**config.mk**
```make
export PLATFORM = sky130hd
export DESIGN_NAME = pbr_regif
export DESIGN_NICKNAME = d
export VERILOG_FILES = /design/src/rtl/pbr_pkg.sv /design/src/rtl/pbr_addr_dec.sv /design/src/rtl/pbr_ctrl_regs.sv /design/src/rtl/pbr_bank_store.sv /design/src/rtl/pbr_regif.sv
export SDC_FILE = /design/constraint.sdc
export NUM_CORES = 1
export LEC_CHECK = 0
export CORE_MARGIN = 2
export CORE_UTILIZATION = 40
export CTS_CLUSTER_DIAMETER = 100
export DETAILED_ROUTE_END_ITERATION = 7
export PLACE_DENSITY = 0.72
export RECOVER_POWER = 50
export SLEW_MARGIN = 10
export SYNTH_ARGS = -nofsm -noshare
export SYNTH_HDL_FRONTEND = slang
export SYNTH_SLANG_ARGS = --single-unit
```
**constraint.sdc**
```tcl
create_clock -name clk -period 5.6 [get_ports clk]
set_input_delay 0.84 -clock clk [delete_from_list [all_inputs] [get_ports clk]]
set_output_delay 0.84 -clock clk [all_outputs]
set_load 0.02 [all_outputs]
```
**src/rtl/pbr_pkg.sv**
```systemverilog
package pbr_pkg;
  localparam int PORTS_PER_BANK = 8;
  localparam int PORT_IDX_W     = $clog2(PORTS_PER_BANK);

  localparam int WORD_MODE = 8;
  localparam int WORD_IRQ  = 9;
  localparam int WORD_VEC  = 10;

  localparam logic [1:0] BANK_IO  = 2'd0;
  localparam logic [1:0] BANK_EVT = 2'd1;
  localparam logic [1:0] BANK_DBN = 2'd2;

  localparam int MODE_ENH_BIT = 0;
  localparam int IRQ_EN_BIT   = 0;
  localparam int SWRST_BIT    = 1;

  typedef enum logic [3:0] {
    TGT_NONE,
    TGT_INPORT,
    TGT_MASK,
    TGT_EVT,
    TGT_DBN_EN,
    TGT_DBN_TIME,
    TGT_MODE,
    TGT_IRQ,
    TGT_VEC
  } tgt_kind_e;

  typedef struct packed {
    tgt_kind_e             kind;
    logic [PORT_IDX_W-1:0] idx;
  } tgt_t;
endpackage

```
**src/rtl/pbr_addr_dec.sv**
```systemverilog
module pbr_addr_dec
  import pbr_pkg::*;
#(
  parameter int ADDR_W   = 6,
  parameter int IN_PORTS = 4
) (
  input  logic [ADDR_W-1:0] addr_i,
  input  logic              enh_i,
  input  logic [1:0]        bank_i,
  output tgt_t              tgt_o
);
  localparam int DBN_TIME_PORT = IN_PORTS;
  localparam int MASK_PORT     = PORTS_PER_BANK - 1;

  logic                  in_window;
  logic [PORT_IDX_W-1:0] port;
  logic [1:0]            bank_eff;

  always_comb begin
    in_window = (addr_i[ADDR_W-1:PORT_IDX_W] == '0);
    port      = addr_i[PORT_IDX_W-1:0];
    bank_eff  = enh_i ? bank_i : BANK_IO;
    tgt_o.idx  = port;
    tgt_o.kind = TGT_NONE;
    if (in_window) begin
      unique case (bank_eff)
        BANK_IO: begin
          if (int'(port) < IN_PORTS)        tgt_o.kind = TGT_INPORT;
          else if (int'(port) == MASK_PORT) tgt_o.kind = TGT_MASK;
        end
        BANK_EVT: tgt_o.kind = TGT_EVT;
        BANK_DBN: begin
          if (int'(port) < IN_PORTS)            tgt_o.kind = TGT_DBN_EN;
          else if (int'(port) == DBN_TIME_PORT) tgt_o.kind = TGT_DBN_TIME;
        end
        default: tgt_o.kind = TGT_NONE;
      endcase
    end else if (addr_i == ADDR_W'(WORD_MODE)) begin
      tgt_o.kind = TGT_MODE;
    end else if (addr_i == ADDR_W'(WORD_IRQ)) begin
      tgt_o.kind = TGT_IRQ;
    end else if (addr_i == ADDR_W'(WORD_VEC)) begin
      tgt_o.kind = TGT_VEC;
    end
  end
endmodule

```
**src/rtl/pbr_ctrl_regs.sv**
```systemverilog
module pbr_ctrl_regs
  import pbr_pkg::*;
#(
  parameter int PORT_W = 8
) (
  input  logic              clk,
  input  logic              rst_n,
  input  logic              wr_i,
  input  tgt_t              tgt_i,
  input  logic [PORT_W-1:0] wdata_i,
  output logic              enh_o,
  output logic [1:0]        bank_o,
  output logic              irq_en_o,
  output logic              swrst_o,
  output logic [PORT_W-1:0] vec_o
);
  logic [2:0]        mode_q, mode_d;
  logic              mode_en;
  logic              irq_en_q, irq_en_d, irq_en_en;
  logic              swrst_q, swrst_d;
  logic [PORT_W-1:0] vec_q, vec_d;
  logic              vec_en;
  logic              wr_irq;

  always_comb begin
    wr_irq    = wr_i && (tgt_i.kind == TGT_IRQ);
    mode_en   = wr_i && (tgt_i.kind == TGT_MODE);
    mode_d    = wdata_i[2:0];
    irq_en_en = wr_irq;
    irq_en_d  = wdata_i[IRQ_EN_BIT];
    swrst_d   = wr_irq && wdata_i[SWRST_BIT];
    vec_en    = wr_i && (tgt_i.kind == TGT_VEC);
    vec_d     = wdata_i;
  end

  always_ff @(posedge clk or negedge rst_n) begin
    if (!rst_n) begin
      mode_q   <= '0;
      irq_en_q <= 1'b0;
      swrst_q  <= 1'b0;
      vec_q    <= '0;
    end else begin
      if (mode_en)   mode_q   <= mode_d;
      if (irq_en_en) irq_en_q <= irq_en_d;
      swrst_q <= swrst_d;
      if (vec_en)    vec_q    <= vec_d;
    end
  end

  assign enh_o    = mode_q[MODE_ENH_BIT];
  assign bank_o   = mode_q[2:1];
  assign irq_en_o = irq_en_q;
  assign swrst_o  = swrst_q;
  assign vec_o    = vec_q;

  // the reset bit produces a single pulse
  p_swrst_pulse_r12: assert property (@(posedge clk) disable iff (!rst_n)
    (wr_i && tgt_i.kind == TGT_IRQ && wdata_i[SWRST_BIT]) |=> swrst_o);
  p_swrst_selfclear_r12: assert property (@(posedge clk) disable iff (!rst_n)
    !(wr_i && tgt_i.kind == TGT_IRQ) |=> !swrst_o);
  // the vector changes only on a write to its word
  p_vec_stable_r11: assert property (@(posedge clk) disable iff (!rst_n)
    !(wr_i && tgt_i.kind == TGT_VEC) |=> $stable(vec_o));
endmodule

```
**src/rtl/pbr_bank_store.sv**
```systemverilog
module pbr_bank_store
  import pbr_pkg::*;
#(
  parameter int PORT_W     = 8,
  parameter int IN_PORTS   = 4,
  parameter int EVT_PORTS  = 8,
  parameter int DBN_TIME_W = 2
) (
  input  logic                          clk,
  input  logic                          rst_n,
  input  logic                          clr_i,
  input  logic                          wr_i,
  input  tgt_t                          tgt_i,
  input  logic [PORT_W-1:0]             wdata_i,
  output logic [IN_PORTS-1:0]           mask_o,
  output logic [IN_PORTS*PORT_W-1:0]    drv_o,
  output logic [EVT_PORTS*PORT_W-1:0]   evt_o,
  output logic [IN_PORTS*PORT_W-1:0]    dbn_en_o,
  output logic [DBN_TIME_W-1:0]         dbn_time_o
);
  logic [IN_PORTS-1:0]   mask_q, mask_d;
  logic                  mask_en;
  logic [DBN_TIME_W-1:0] time_q, time_d;
  logic                  time_en;
  logic                  sel_blocked;

  always_comb begin
    mask_en = clr_i || (wr_i && tgt_i.kind == TGT_MASK);
    mask_d  = clr_i ? '1 : wdata_i[IN_PORTS-1:0];
    time_en = clr_i || (wr_i && tgt_i.kind == TGT_DBN_TIME);
    time_d  = clr_i ? '0 : wdata_i[DBN_TIME_W-1:0];
  end

  always_ff @(posedge clk or negedge rst_n) begin
    if (!rst_n) begin
      mask_q <= '1;
      time_q <= '0;
    end else begin
      if (mask_en) mask_q <= mask_d;
      if (time_en) time_q <= time_d;
    end
  end

  for (genvar p = 0; p < IN_PORTS; p++) begin : g_in
    logic [PORT_W-1:0] drv_q, drv_d, den_q, den_d;
    logic              drv_en, den_en;
    always_comb begin
      drv_en = clr_i || (wr_i && tgt_i.kind == TGT_INPORT &&
                         tgt_i.idx == PORT_IDX_W'(p) && !mask_q[p]);
      drv_d  = clr_i ? '0 : wdata_i;
      den_en = clr_i || (wr_i && tgt_i.kind == TGT_DBN_EN &&
                         tgt_i.idx == PORT_IDX_W'(p));
      den_d  = clr_i ? '0 : wdata_i;
    end
    always_ff @(posedge clk or negedge rst_n) begin
      if (!rst_n) begin
        drv_q <= '0;
        den_q <= '0;
      end else begin
        if (drv_en) drv_q <= drv_d;
        if (den_en) den_q <= den_d;
      end
    end
    assign drv_o[p*PORT_W +: PORT_W]    = drv_q;
    assign dbn_en_o[p*PORT_W +: PORT_W] = den_q;
  end

  for (genvar e = 0; e < EVT_PORTS; e++) begin : g_evt
    logic [PORT_W-1:0] evt_q, evt_d;
    logic              evt_en;
    always_comb begin
      evt_en = clr_i || (wr_i && tgt_i.kind == TGT_EVT &&
                         tgt_i.idx == PORT_IDX_W'(e));
      evt_d  = clr_i ? '0 : wdata_i;
    end
    always_ff @(posedge clk or negedge rst_n) begin
      if (!rst_n)      evt_q <= '0;
      else if (evt_en) evt_q <= evt_d;
    end
    assign evt_o[e*PORT_W +: PORT_W] = evt_q;
  end

  assign mask_o     = mask_q;
  assign dbn_time_o = time_q;

  always_comb begin
    sel_blocked = 1'b0;
    for (int p = 0; p < IN_PORTS; p++)
      if (tgt_i.idx == PORT_IDX_W'(p)) sel_blocked = mask_q[p];
  end

  // a masked port's latch does not change on a write
  p_mask_blocks_r5: assert property (@(posedge clk) disable iff (!rst_n)
    (wr_i && tgt_i.kind == TGT_INPORT && sel_blocked && !clr_i) |=> $stable(drv_o));
  // the clear restores every bank register
  p_clear_restores_r12: assert property (@(posedge clk) disable iff (!rst_n)
    clr_i |=> (mask_o == '1 && drv_o == '0 && evt_o == '0 &&
               dbn_en_o == '0 && dbn_time_o == '0));
endmodule

```
**src/rtl/pbr_regif.sv**
```systemverilog
module pbr_regif
  import pbr_pkg::*;
#(
  parameter int ADDR_W     = 6,
  parameter int PORT_W     = 8,
  parameter int NUM_IN     = 32,
  parameter int EVT_PORTS  = 8,
  parameter int DBN_TIME_W = 2
) (
  input  logic                          clk,
  input  logic                          rst_n,
  input  logic                          bus_sel,
  input  logic                          bus_we,
  input  logic [ADDR_W-1:0]             bus_addr,
  input  logic [PORT_W-1:0]             bus_wdata,
  output logic [PORT_W-1:0]             bus_rdata,
  input  logic [NUM_IN-1:0]             in_lines,
  output logic [NUM_IN-1:0]             drv_latch,
  output logic [EVT_PORTS*PORT_W-1:0]   evt_cfg,
  output logic [NUM_IN-1:0]             dbn_en,
  output logic [DBN_TIME_W-1:0]         dbn_time,
  output logic                          irq_en,
  output logic [PORT_W-1:0]             irq_vec
);
  localparam int IN_PORTS = NUM_IN / PORT_W;

  logic              rst_meta_n, rst_sync_n;
  logic              enh, swrst;
  logic [1:0]        bank;
  tgt_t              tgt;
  logic              wr, rd;
  logic [IN_PORTS-1:0] mask;
  logic [PORT_W-1:0] rdata_q, rdata_d;

  // asynchronous assert, synchronous release
  always_ff @(posedge clk or negedge rst_n) begin
    if (!rst_n) begin
      rst_meta_n <= 1'b0;
      rst_sync_n <= 1'b0;
    end else begin
      rst_meta_n <= 1'b1;
      rst_sync_n <= rst_meta_n;
    end
  end

  assign wr = bus_sel && bus_we;
  assign rd = bus_sel && !bus_we;

  pbr_addr_dec #(.ADDR_W(ADDR_W), .IN_PORTS(IN_PORTS)) u_dec (
    .addr_i(bus_addr), .enh_i(enh), .bank_i(bank), .tgt_o(tgt)
  );

  pbr_ctrl_regs #(.PORT_W(PORT_W)) u_ctrl (
    .clk(clk), .rst_n(rst_sync_n), .wr_i(wr), .tgt_i(tgt), .wdata_i(bus_wdata),
    .enh_o(enh), .bank_o(bank), .irq_en_o(irq_en), .swrst_o(swrst), .vec_o(irq_vec)
  );

  pbr_bank_store #(
    .PORT_W(PORT_W), .IN_PORTS(IN_PORTS), .EVT_PORTS(EVT_PORTS), .DBN_TIME_W(DBN_TIME_W)
  ) u_store (
    .clk(clk), .rst_n(rst_sync_n), .clr_i(swrst), .wr_i(wr), .tgt_i(tgt),
    .wdata_i(bus_wdata), .mask_o(mask), .drv_o(drv_latch), .evt_o(evt_cfg),
    .dbn_en_o(dbn_en), .dbn_time_o(dbn_time)
  );

  always_comb begin
    rdata_d = '0;
    unique case (tgt.kind)
      TGT_INPORT:
        for (int p = 0; p < IN_PORTS; p++)
          if (tgt.idx == PORT_IDX_W'(p)) rdata_d = in_lines[p*PORT_W +: PORT_W];
      TGT_MASK:     rdata_d = {{(PORT_W-IN_PORTS){1'b0}}, mask};
      TGT_EVT:
        for (int e = 0; e < EVT_PORTS; e++)
          if (tgt.idx == PORT_IDX_W'(e)) rdata_d = evt_cfg[e*PORT_W +: PORT_W];
      TGT_DBN_EN:
        for (int p = 0; p < IN_PORTS; p++)
          if (tgt.idx == PORT_IDX_W'(p)) rdata_d = dbn_en[p*PORT_W +: PORT_W];
      TGT_DBN_TIME: rdata_d = {{(PORT_W-DBN_TIME_W){1'b0}}, dbn_time};
      TGT_MODE:     rdata_d = {{(PORT_W-3){1'b0}}, bank, enh};
      TGT_IRQ:      rdata_d = {{(PORT_W-2){1'b0}}, swrst, irq_en};
      TGT_VEC:      rdata_d = irq_vec;
      default:      rdata_d = '0;
    endcase
  end

  always_ff @(posedge clk or negedge rst_sync_n) begin
    if (!rst_sync_n) rdata_q <= '0;
    else if (rd)     rdata_q <= rdata_d;
  end

  assign bus_rdata = rdata_q;

  // read data holds between reads
  p_rdata_hold_r2: assert property (@(posedge clk) disable iff (!rst_sync_n)
    !rd |=> $stable(bus_rdata));
  // empty locations read as zero
  p_unmapped_zero_r4: assert property (@(posedge clk) disable iff (!rst_sync_n)
    (rd && tgt.kind == TGT_NONE) |=> (bus_rdata == '0));
  // in standard mode the event bank cannot be written
  p_std_evt_stable_r3: assert property (@(posedge clk) disable iff (!rst_sync_n)
    (!enh && !swrst) |=> $stable(evt_cfg));
endmodule

```
-- After elaboration in Yosys (flattened, before gate mapping)
Index checks and enable logic that the tools add are counted.
- order comparisons: 1
- equality and inequality tests: 22
- muxes and demuxes: 30
- reductions and logical operators: 57
- operator list (operator ; count):
    $mux 8 ; 17
    $pmux 8 s8 ; 1
    $logic_and 1x1->1 ; 31
    $mux 4 ; 7
    $eq 6x4->1 const B ; 3
    $logic_or 1x1->1 ; 18
    $eq 4x3->1 const B ; 4
    $eq 3x3->1 const B ; 5
    $pmux 4 s3 ; 1
    $eq 4x2->1 const B ; 2
    $eq 3x1->1 const B ; 2
    $eq 3x2->1 const B ; 2
    $logic_not 3->1 ; 2
    $mux 2 ; 3
    $logic_not 1->1 ; 5
    $eq 4x1->1 const B ; 1
    $eq 4x4->1 const B ; 1
    $lt 3x3->1 const B ; 1
    $mux 3 ; 1
    $eq 2x1->1 const B ; 1
    $eq 2x2->1 const B ; 1
    $logic_not 2->1 ; 1
- flip-flop bits (word level): 157
- input bits: 50
- output and inout bits: 147
- word-level logic and storage cells: 135

-- Longest topological paths before layout
- depth in word-level cells: 10
- depth in mapped cells: 10
- gate-level depth less buffers: 7

-- Modules after synthesis
Synthesis repeated with hierarchy kept, for this count alone.
- cell total of the unflattened synthesis: 804
- area total of the unflattened synthesis: 8732.1 um2
- modules (own cells, without submodules) (module ; times used ; cells an instance ; area an instance (um2) ; sequential area each (um2)):
    pbr_bank_store ; 1 ; 525 ; 6204.7 ; 3358.2
    pbr_regif ; 1 ; 228 ; 1849.3 ; 250.2
    pbr_ctrl_regs ; 1 ; 32 ; 550.5 ; 325.3
    pbr_addr_dec ; 1 ; 19 ; 127.6 ; 0.0

-- Worst setup path after synthesis
OpenSTA, ideal clock, no wires.
- path kind: input-to-reg
- start point: in bus_addr[1]
- end point: reg u_store.g_in[1].drv_q[0]
- library setup time: 0.132 ns
- data arrival time: 2.823 ns
- required time: 5.468 ns
- setup slack: 2.645 ns
- cell stages on the path: 9
- buffers on the path: 2
- cell sequence: buf_4 > nor2_1 > or4b_4 > a21oi_4 > o211ai_4 > or4_1 > buf_2 > mux2i_1 > nor2_1
- cells in the longest elaborated chain, start to end: 10
- elaborated cells on any way between the ends: 21
- those cells by class: order compare: 1; eq/ne: 7; mux: 9; reduce/logical: 4
- ends and longest elaborated chain (element ; line ; RTL):
    start, declared ; pbr_regif.sv:14 ; input logic [ADDR_W-1:0] bus_addr,
    branches (longest 7 deep; another with $lt 3x3->1) ; -- ;
    $logic_and 1x1->1 * ; pbr_bank_store.sv:48 ; drv_en = clr_i || (wr_i && tgt_i.kind == TGT_INPORT &&
    $logic_and 1x1->1 * ; pbr_bank_store.sv:49 ; tgt_i.idx == PORT_IDX_W'(p) && !mask_q[p]);
    $logic_or 1x1->1 * ; pbr_bank_store.sv:48 ;
    end signal, assigned ; pbr_bank_store.sv:60 ; if (drv_en) drv_q <= drv_d;
    end, declared ; pbr_bank_store.sv:45 ; logic [PORT_W-1:0] drv_q, drv_d, den_q, den_d;
Mark *: on every way between the ends.
A chain may end at the register's enable or synchronous reset.

-- Worst setup path after layout
- start point: in bus_addr[2]
- end point: reg u_store.g_evt[4].evt_q[1]
- cells in the longest elaborated chain, start to end: 9
- elaborated cells on any way between the ends: 20
- those cells by class: order compare: 1; eq/ne: 7; mux: 9; reduce/logical: 3
- ends and longest elaborated chain (element ; line ; RTL):
    branches (longest 7 deep; another with $lt 3x3->1) ; -- ;
    $logic_and 1x1->1 * ; pbr_bank_store.sv:72 ; evt_en = clr_i || (wr_i && tgt_i.kind == TGT_EVT &&
    $logic_or 1x1->1 * ; pbr_bank_store.sv:72 ;
    end signal, assigned ; pbr_bank_store.sv:78 ; else if (evt_en) evt_q <= evt_d;
    end, declared ; pbr_bank_store.sv:69 ; logic [PORT_W-1:0] evt_q, evt_d;
Marks and branches as above.

==> summary.txt <==
STA
  – Final hold vios: 0
  – Crit share post-route: 70.1%
  – Setup Skew: 9.63 ps
  – Slew HR: -17.4%
  – Final setup fails: 0
  – Tmin final: 3920 ps
  – Setup TNS: 0 ps
  – Slew Limit Fails: 109
  – RSZ-0062 raised after global routing: no
  – Worst-Margin Slew: 1760 ps
  – Highest clock rate: 255 MHz

Final layout
  – Antenna diodes: 0
  – Nets: 930
  – Commonest non-fill, non-tap cells in the layout: dfrtp_1 (152), mux2i_1 (142), nor2_1 (138)
  – Multi-input logic area: 0.00375 sq mm
  – Area growth from synthesis to layout: 34.1%
  – Most common cell after layout, fill and taps aside: dfrtp_1
  – Sequential cell area: 0.00394 sq mm
  – Final Util: 54.8%
  – Final-layout fill cell count: 1699
  – Share of layout cells above drive strength 1: 11.3%

Synthesis
  – Avg Inst Size Synth: 11.1 sq um
  – Synth async-reset ratio: 100%
  – Post-synth EDFFs: 0
  – Area leader, netlist: dfrtp_1
  – Seq/Total Area, Yosys: 49.4%
  – Post-Syn Instances: 717
  – Syn. warnings: 0
  – Post-synthesis net count: 767
  – Cell Area, Synth: 0.00796 sq mm
  – Synthesis-stage register bit count: 157
  – Commonest register cell after synthesis: dfrtp_1
  – Dominant cells by area after synthesis: dfrtp_1 (48%), mux2i_1 (18%), nor2_1 (6.5%), mux4_2 (4.2%), mux2_2 (2.0%)
  – Top cell type's share of synthesized area: 48.1%
  – Count of cell types in the netlist: 61

Setup path
  – CP startpoint: bus_addr[2]
  – CP endpoint kind: flop
  – Reg2reg path depth: 1
  – Type of the worst setup path: in2reg
  – R2R Setup Slk: 2230 ps
  – Type of origin of the critical path: input pin
  – R2R Path End: u_ctrl.swrst_o$_DFF_PN0_
  – FF-to-FF Start: rst_sync_n$_DFF_PN0_
  – WP data arrival: 4220 ps
  – Critical-path maximum fanout: 14
  – CP endpoint: u_store.g_evt[4].evt_q[1]$_DFFE_PN0P_
  – WP data required: 5890 ps

Floorplanning
  – FP Rows: 51
  – Initial Util: 40.9%
  – Die Span Y: 145 um
  – IO Count: 197
  – CORE AREA: 0.0195 sq mm
  – Die width: 145 um
  – Die Area: 0.0210 sq mm

Clock tree
  – Root Buffer Master: clkbuf_16
  – Clock Pin Slew Worst Setup and Hold Paths: 60 ps
  – CTS tree: built
  – CTS H-tree depth: 4
  – TritonCTS buffer count: 17
  – Clock tree buffer depth: 2
  – Sinks on Clock Net: 157
  – Post-CTS setup buffers: 0
  – Clock latency on the worst-skew pair: 440 ps
  – Post-CTS sizing: 0
  – Cts hold-fix bufs: 0

Power and ir drop
  – P_int: 0.00204 W
  – Static leakage: 4.94 nW
  – Sequential share of power: 44.4%
  – IR drop worst, VDD: 0.220 mV
  – Pwr Density: 253 mW/mm^2
  – Combinational power share: 9.7%
  – Clock group share of total power: 45.9%
  – Switching Share: 24.2%
  – Switch Pwr: 0.000654 W

Drt
  – Drt wl/cell: 23.0 um
  – Vias per cell: 5.69
  – Drt drc: 0
  – Iteration-0 DRC Markers: 703
  – DRT Wirelength: 26.6 mm
  – First-pass DRT Iterations: 5
  – DR vias: 6591
  – Antenna viol nets, final: 0

Placed design
  – GP Congestion: 0.891
  – Post-detail-place hpwl: 18.0 mm
  – PortBufs: 196

GRT
  – First-pass GRT wire length: 41.0 mm
  – Met2 Use GR: 39.8%
  – Grt met3 use: 6.38%
  – GRT overflow: 0
  – GRT Overall Usage: 25.4%
  – GR Util met1: 34.7%
  – Largest net degree at the start of global routing: 71
  – Most Crowded Layer GR: met2
  – Initial antenna violation count: 0
  – Number of global-route vias before repair: 6592

Status
  – Violated checks: max-capacitance violations, max-slew violations
  – Status: finished, violations left

Job
  – Max Cap Viol: 2

Worst hold path
  – Min-delay worst type: reg2reg
per-layer routing:
metal / vias to the layer above / part of all wire [%]
met5: - / 0
met4: 0 / 2.3
met3: 43 / 7.9
met2: 288 / 47
met1: 3375 / 42
li1: 2885 / -
layout make-up:
cell class                      instances  share of cell area [%]
Clock buffer                           21                    4.31
Timing Repair Buffer                  202                    18.7
Clock inverter                         11                    1.55
Multi-Input combinational cell        495                    35.2
Tap cell                              265                    3.11
Sequential cell                       157                    36.9
Inverter                                7                   0.246
synth_stat cells, types with 2 or more instances:
cell,n
nor2b_1,8
buf_4,5
and2_1,3
or2_2,2
a21oi_1,26
nor3_2,2
a221oi_1,3
dfrtp_1,153
nor4_4,5
o21ai_0,22
and3_1,2
mux2i_1,142
buf_1,12
dfstp_2,4
or3_1,3
o22ai_1,10
nor2_1,138
clkbuf_1,34
nor3_1,7
mux2_2,14
o221ai_1,2
o211ai_4,2
inv_2,2
nand2b_1,7
inv_1,4
a211o_1,5
a221o_1,4
mux4_2,15
nand2_1,24
nand3_1,4
a22oi_1,4
nor2_2,4
a22o_1,3
a2bb2oi_1,3
nor3_4,3
a222oi_1,2
buf_2,7
a211oi_1,4
worst min path at each step:
stage | startpoint | to | slack [ps] | depth (start not counted)
finish | rst_meta_n$_DFF_PN0_ | rst_sync_n$_DFF_PN0_ | 350 | 0
global route | rst_meta_n$_DFF_PN0_ | rst_sync_n$_DFF_PN0_ | 360 | 0
CTS | rst_sync_n$_DFF_PN0_ | u_store.g_evt[7].evt_q[4]$_DFFE_PN0P_ | 360 | 0
detailed placement | rst_meta_n$_DFF_PN0_ | rst_sync_n$_DFF_PN0_ | 340 | 0
global placement | rst_meta_n$_DFF_PN0_ | rst_sync_n$_DFF_PN0_ | 340 | 0
floorplan | rst_meta_n$_DFF_PN0_ | rst_sync_n$_DFF_PN0_ | 330 | 0
logic make-up after synthesis:
group / synth area share [%]
other cells: 0.0471
mux: 24.1
simple gates: 14.2
compound gates: 8.84
buf+inv: 3.41
flops: 49.4
sequential cells by signal, summed over array words and instances, names as in the netlist:
register,count
rst_sync_n,1
u_store.mask_o,4
u_ctrl.mode_q,3
u_ctrl.swrst_o,1
u_ctrl.vec_o,8
u_store.dbn_time_o,2
u_ctrl.irq_en_o,1
u_store.g_in.den_q,32
u_store.g_evt.evt_q,64
u_store.g_in.drv_q,32
rst_meta_n,1
bus_rdata,8
through the flow:
stage / hold WS (ps) / setup slack [ps] / instance area, sq um / instances / total power [W]
global placement: 338 / 1420 / 10100 / 1126 / 0.00148
CTS: 356 / 1760 / 10700 / 1158 / 0.00271
floorplan: 331 / 909 / 7960 / 717 / 0.00136
finish: 354 / 1680 / 10700 / 1158 / 0.00270
global route: 359 / 1520 / 10700 / 1158 / 0.00277
detailed placement: 343 / 1380 / 10100 / 1126 / 0.00149
worst max-delay path: stages:
cell             delay [ps]
clkdlybuf4s50_1         840
nand3_2                 280
a221oi_2                810
o211ai_4                410
nor3_4                  670
mux2i_1                 290
nor2_1                   70
power groups by stage:
stage | sequential, W | combinational, W | clock (W)
finish | 0.00120 | 0.000263 | 0.00124
global route | 0.00120 | 0.000279 | 0.00129
CTS | 0.00120 | 0.000269 | 0.00125
detailed placement | 0.00122 | 0.000268 | 0
global placement | 0.00122 | 0.000266 | 0
floorplan | 0.00125 | 0.000109 | 0
Note: power is estimated with default switching activity, not from simulation.
